File: config.mk
export PLATFORM = sky130hd
export DESIGN_NAME = diag_event_bank
export DESIGN_NICKNAME = d
export VERILOG_FILES = /design/src/rtl/diag_pkg.sv /design/src/rtl/diag_sat_counter.sv /design/src/rtl/diag_lp_policy.sv /design/src/rtl/diag_event_bank.sv
export SDC_FILE = /design/constraint.sdc
export NUM_CORES = 1
export LEC_CHECK = 0
export BUFFER_PORTS_ARGS = -buffer_cell sky130_fd_sc_hd__buf_2
export CORE_MARGIN = 2
export CORE_UTILIZATION = 32
export CTS_CLUSTER_SIZE = 16
export DETAILED_ROUTE_END_ITERATION = 10
export PLACE_DENSITY_LB_ADDON = 0.08
export SLEW_MARGIN = 5
export SYNTH_ARGS = -nofsm -noshare
export SYNTH_HDL_FRONTEND = slang
export SYNTH_SLANG_ARGS = --single-unit
File: constraint.sdc
create_clock -name clk -period 2.65 [get_ports clk]
set_input_delay 0.795 -clock clk [delete_from_list [all_inputs] [get_ports clk]]
set_output_delay 0.795 -clock clk [all_outputs]
set_load 0.05 [all_outputs]
File: src/rtl/diag_pkg.sv
package diag_pkg;
    typedef enum logic [1:0] {
        LP_U1  = 2'd0,
        LP_U2  = 2'd1,
        LP_U3  = 2'd2,
        LP_RSV = 2'd3
    } lp_kind_e;

    localparam int NUM_CNT  = 7;
    localparam int IDX_MADE = 5;
    localparam int IDX_REF  = 6;
    localparam int IDX_U2TO = 7;

    typedef struct packed {
        logic valid;
        logic accept;
    } lp_resp_t;
endpackage

File: src/rtl/diag_sat_counter.sv
module diag_sat_counter #(
    parameter int CNT_W = 32
) (
    input  logic             clk,
    input  logic             rst_n,
    input  logic             clr,
    input  logic             inc,
    output logic [CNT_W-1:0] cnt
);
    logic [CNT_W-1:0] cnt_d, cnt_q;

    always_comb begin
        cnt_d = cnt_q;
        if (clr)
            cnt_d = '0;
        else if (inc && (cnt_q != {CNT_W{1'b1}}))
            cnt_d = cnt_q + 1'b1;
    end

    always_ff @(posedge clk) begin
        if (!rst_n) cnt_q <= '0;
        else        cnt_q <= cnt_d;
    end

    assign cnt = cnt_q;

    // all ones holds
    a_r3_no_overflow: assert property (@(posedge clk) disable iff (!rst_n)
        (cnt_q == {CNT_W{1'b1}}) && !clr |=> cnt_q == {CNT_W{1'b1}});
    // clear reaches zero
    a_r4_clear_zero: assert property (@(posedge clk) disable iff (!rst_n)
        clr |=> cnt_q == '0);
    // never decreases without clear
    a_r2_monotone: assert property (@(posedge clk) disable iff (!rst_n)
        !clr |=> cnt_q >= $past(cnt_q));
endmodule

File: src/rtl/diag_lp_policy.sv
module diag_lp_policy
    import diag_pkg::*;
#(
    parameter bit ACCEPT_LP = 1'b0
) (
    input  logic       clk,
    input  logic       rst_n,
    input  logic       req_valid,
    input  logic [1:0] req_kind,
    output logic       resp_valid,
    output logic       resp_accept,
    output logic       made_inc,
    output logic       ref_inc
);
    lp_resp_t resp_d, resp_q;
    logic     fire, acc;

    always_comb begin
        fire     = req_valid && (lp_kind_e'(req_kind) != LP_RSV);
        acc      = (lp_kind_e'(req_kind) == LP_U3) || ACCEPT_LP;
        made_inc = fire && acc;
        ref_inc  = fire && !acc;
        resp_d.valid  = fire;
        resp_d.accept = fire && acc;
    end

    always_ff @(posedge clk) begin
        if (!rst_n) resp_q <= '0;
        else        resp_q <= resp_d;
    end

    assign resp_valid  = resp_q.valid;
    assign resp_accept = resp_q.accept;

    // answer follows a valid request
    a_r9_answer: assert property (@(posedge clk) disable iff (!rst_n)
        req_valid && (req_kind != 2'd3) |=> resp_valid);
    // no answer without a request
    a_r9_no_spont: assert property (@(posedge clk) disable iff (!rst_n)
        !req_valid || (req_kind == 2'd3) |=> !resp_valid);
    // U3 always accepted
    a_r7_u3_accept: assert property (@(posedge clk) disable iff (!rst_n)
        req_valid && (req_kind == 2'd2) |=> resp_accept);
    // refuse policy on U1/U2
    a_r6_refuse: assert property (@(posedge clk) disable iff (!rst_n)
        !ACCEPT_LP && req_valid && (req_kind < 2'd2) |=> resp_valid && !resp_accept);
endmodule

File: src/rtl/diag_event_bank.sv
module diag_event_bank
    import diag_pkg::*;
#(
    parameter int CNT_W     = 32,
    parameter int TO_W      = 8,
    parameter int IDX_W     = 4,
    parameter bit ACCEPT_LP = 1'b0
) (
    input  logic             clk,
    input  logic             rst_n,
    input  logic             clr,
    input  logic             ev_out_bad_pkt,
    input  logic             ev_out_recov,
    input  logic             ev_in_bad_pkt,
    input  logic             ev_in_idle_err,
    input  logic             ev_in_recov,
    input  logic             lp_req_valid,
    input  logic [1:0]       lp_req_kind,
    output logic             lp_resp_valid,
    output logic             lp_resp_accept,
    input  logic             u2to_wr,
    input  logic [TO_W-1:0]  u2to_val,
    input  logic [IDX_W-1:0] rd_idx,
    output logic [CNT_W-1:0] rd_data
);
    typedef struct packed {
        logic [CNT_W-1:0] rd;
        logic [TO_W-1:0]  u2to;
    } bank_st_t;

    bank_st_t st_d, st_q;

    logic             made_inc, ref_inc;
    logic [NUM_CNT-1:0] ev_vec;
    logic [CNT_W-1:0] cnt [NUM_CNT];

    diag_lp_policy #(.ACCEPT_LP(ACCEPT_LP)) u_policy (
        .clk        (clk),
        .rst_n      (rst_n),
        .req_valid  (lp_req_valid),
        .req_kind   (lp_req_kind),
        .resp_valid (lp_resp_valid),
        .resp_accept(lp_resp_accept),
        .made_inc   (made_inc),
        .ref_inc    (ref_inc)
    );

    assign ev_vec = {ref_inc, made_inc, ev_in_recov, ev_in_idle_err,
                     ev_in_bad_pkt, ev_out_recov, ev_out_bad_pkt};

    for (genvar g = 0; g < NUM_CNT; g++) begin : g_cnt
        diag_sat_counter #(.CNT_W(CNT_W)) u_cnt (
            .clk  (clk),
            .rst_n(rst_n),
            .clr  (clr),
            .inc  (ev_vec[g]),
            .cnt  (cnt[g])
        );
    end

    always_comb begin
        st_d    = st_q;
        st_d.rd = '0;
        for (int k = 0; k < NUM_CNT; k++)
            if (rd_idx == IDX_W'(k)) st_d.rd = cnt[k];
        if (rd_idx == IDX_W'(IDX_U2TO)) st_d.rd = CNT_W'(st_q.u2to);
        if (u2to_wr) st_d.u2to = u2to_val;
    end

    always_ff @(posedge clk) begin
        if (!rst_n) st_q <= '0;
        else        st_q <= st_d;
    end

    assign rd_data = st_q.rd;

    // timeout latches the written value
    a_r10_u2to_store: assert property (@(posedge clk) disable iff (!rst_n)
        u2to_wr |=> st_q.u2to == $past(u2to_val));
    // unused indices read zero
    a_r5_unused_zero: assert property (@(posedge clk) disable iff (!rst_n)
        rd_idx > IDX_W'(IDX_U2TO) |=> rd_data == '0);
    // clear does not disturb the timeout
    a_r4_keep_u2to: assert property (@(posedge clk) disable iff (!rst_n)
        clr && !u2to_wr |=> $stable(st_q.u2to));
endmodule

==> results.txt <==
Outcome = finished, final reports clean
CTS max path bufs = 3
Fmax = 422.0 MHz
XOR/XNOR share of the synthesized area = 0.04276
Crit path required time = 3110 ps
Worst Setup EP = g_cnt[5].u_cnt.cnt[26]$_SDFFE_PP0P_
Cts hold-fix bufs = 0
FF-to-FF Start = g_cnt[5].u_cnt.cnt[0]$_SDFFE_PP0P_
Post-Place Setup Slack = -145.6 ps
CTS tree = done
Static Leak = 0.004935 uW
Vias = 13380
EDFF count, synth = 0
Async set-reset flop share out of synthesis = 0
Height of the die = 211.1 um
Reg2reg setup slack = 280 ps
Mapped Avg Cell Area = 8.373 um^2
Area share of fa/ha/maj cells after synthesis = 0.006382
Post-synthesis mux area share = 0.01550
Post-CTS setup buffer count = 0
Post_cts resized = 0
Reg-to-reg endpoint = g_cnt[5].u_cnt.cnt[26]$_SDFFE_PP0P_
Largest net degree at the start of global routing = 52
WL/cell = 21.55 um
#FFs+latches synth = 266
Number of buffers added on ports = 57
Crit start category = flip-flop
Clk sinks = 266
GRT Util Overall = 0.2190
Via/cell ratio = 5.876
Depth of the worst register-to-register path = 8
DP HPWL = 36280 um
Max VDD drop = 0.3670 mV
Syn nets = 1670
Clock buffer count from CTS = 35
Grt ovf = 0
Worst setup EP type = flip-flop
Fin crit period = 2370 ps
Post-synthesis compound-gate area fraction = 0.2264
Site Rows = 75
H-tree level count = 2
Largest family of logic cells by synthesized area = simple AND/OR/NAND/NOR gates
Worst hold slack = 483.8 ps
Yosys warning count = 0
CTS clk-pin slew, worst paths = 60 ps
Die area = 0.04456 mm^2
Unrepaired setup endpoints after global routing = no
Crit Path Max Fanout = 15
Global-route wire length before repair = 74710 um
Final WS setup = 280.4 ps
Drt first pass iters = 8
Power Density = 563.6 mW/mm^2
Min-Delay Path Class = reg2reg
Final hold viol count = 0
Initial antenna violation count = 2
Commonest non-fill, non-tap cell in the layout = dfxtp_1
Placer's final routability congestion estimate = 0.8579
Vias in the first global route = 11910
I/O pin count = 58
Antenna Violating Nets Remaining = 0
Final Cycle Share = 0.8942
Final max-slew violation count = 0
Ys flop type = dfxtp_1
Synth unique cells = 65
Die width = 211.1 um
Syn Inst Count = 1639
Clk root buf = clkbuf_16
Worst clock skew = 27.42 ps
Clk_lat worst skew = 550 ps
CP Launch Point = g_cnt[5].u_cnt.cnt[0]$_SDFFE_PP0P_
Mapped Area = 0.01372 mm^2
# DRC = 0
Seq/Total Area, Yosys = 0.3880
Starting Density = 0.3257
Core outline area = 0.04213 mm^2
Most frequent cells in the layout = dfxtp_1 (266), nand2_1 (127), a21oi_1 (125)
Tightest Pin Transition = 652.1 ps
Share of cells above drive strength 1 = 0.1515
Final wirelength = 49080 um
Final setup viols = 0
Nets = 1745
Post-Synth Simple-Gate Area = 0.2694
Critical Path AT = 2830 ps
Number of max-cap violations = 0
Area Overhead vs Synth = 18.50%
Crit path kind = reg2reg
Violation count after the first detailed-route iteration = 1140
Max_slew headroom = 0.5652
==> per-layer routing <==
| layer | up-vias | wire length, um | global-route usage |
|---|---|---|---|
| met5 | - | 0 | 0 |
| met4 | 0 | 1286 | 0.06532 |
| met3 | 59 | 3137 | 0.03999 |
| met2 | 389 | 20580 | 0.3217 |
| met1 | 6455 | 24070 | 0.3228 |
| li1 | 6476 | - | - |
==> worst max-delay path, stage by stage, from the launching register on <==
cell,delay [ps]
dfxtp_1,470
ha_1,340
nand3_1,210
nor3_1,230
buf_4,140
o21ai_1,90
buf_4,200
or4_1,470
a21oi_1,140
==> cell usage after synthesis (23+ instances only) <==
cell      number  area [um^2]
a21oi_1      125        625.6
a222oi_1      25        250.2
a22oi_1       60        450.4
a31oi_1       32        200.2
and3_1        25        156.4
and4_1        33        289.0
buf_4         32        240.2
clkbuf_1      77        289.0
dfxtp_1      266         5325
inv_1         23        86.33
nand2_1      127        476.7
nand3_1       74        370.4
nand4_1       62        387.9
nor2_1        96        360.4
nor4_1        34        212.7
o21ai_0       78        390.4
o31ai_1       54        405.4
or3_1         77        481.7
or4_1         59        442.9
xnor2_1       37        324.1
xor2_1        30        262.8
==> cell families after synthesis <==
group,after synthesis
adder cells (fa/ha/maj),7
flip-flops,266
XOR/XNOR,67
multiplexers,21
AND/OR/NAND/NOR,662
buffers and inverters,150
AO/OA/AOI/OAI,466
==> power by group <==
part	total, uW	internal, uW	switching (uW)
combinational	317	105	212
clock	4820	2940	1880
sequential	4030	4020	15.6
total	9170	7060	2100
==> state kept, by name, summed over array words and instances (netlist names) <==
name                  count
rd_data                  32
st_q                      8
g_cnt.u_cnt.cnt         224
u_policy.resp_valid       1
u_policy.resp_accept      1
==> cell type report <==
type,instances,area (um^2)
Sequential cell,266,5325
Clock inverter,9,102.6
Tap cell,539,674.4
Antenna cell,2,5.005
Inverter,24,90.09
Timing Repair Buffer,164,1239
Fill cell,4282,25870
Multi-Input combinational cell,1223,7774
Clock buffer,50,1052
==> through the flow <==
step           cells  setup TNS, ps  total power [uW]  utilization  cell area (um^2)
6_report        2277              0              9166       0.3860             16260
5_1_grt         2275              0              9445       0.3858             16260
4_1_cts         2275              0              9278       0.3858             16260
3_5_place_dp    2216         -348.3              4437       0.3584             15100
3_3_place_gp    2216         -221.5              4435       0.3584             15100
2_1_floorplan   1639              0              4278            -             13720
==> how the worst min path moves through the flow <==
stage / from / endpoint / slack, ps / cells past startpoint
2_1_floorplan: g_cnt[3].u_cnt.cnt[17]$_SDFFE_PP0P_ / g_cnt[3].u_cnt.cnt[17]$_SDFFE_PP0P_ / 450 / 2
3_3_place_gp: st_q[5]$_SDFFE_PN0P_ / st_q[5]$_SDFFE_PN0P_ / 480 / 2
3_5_place_dp: g_cnt[1].u_cnt.cnt[22]$_SDFFE_PP0P_ / g_cnt[1].u_cnt.cnt[22]$_SDFFE_PP0P_ / 480 / 2
4_1_cts: u2to_val[7] / st_q[7]$_SDFFE_PN0P_ / 470 / 3
5_1_grt: u2to_val[6] / st_q[6]$_SDFFE_PN0P_ / 490 / 3
6_report: g_cnt[1].u_cnt.cnt[22]$_SDFFE_PP0P_ / g_cnt[1].u_cnt.cnt[22]$_SDFFE_PP0P_ / 480 / 2
(Power assumes the default switching activity.)
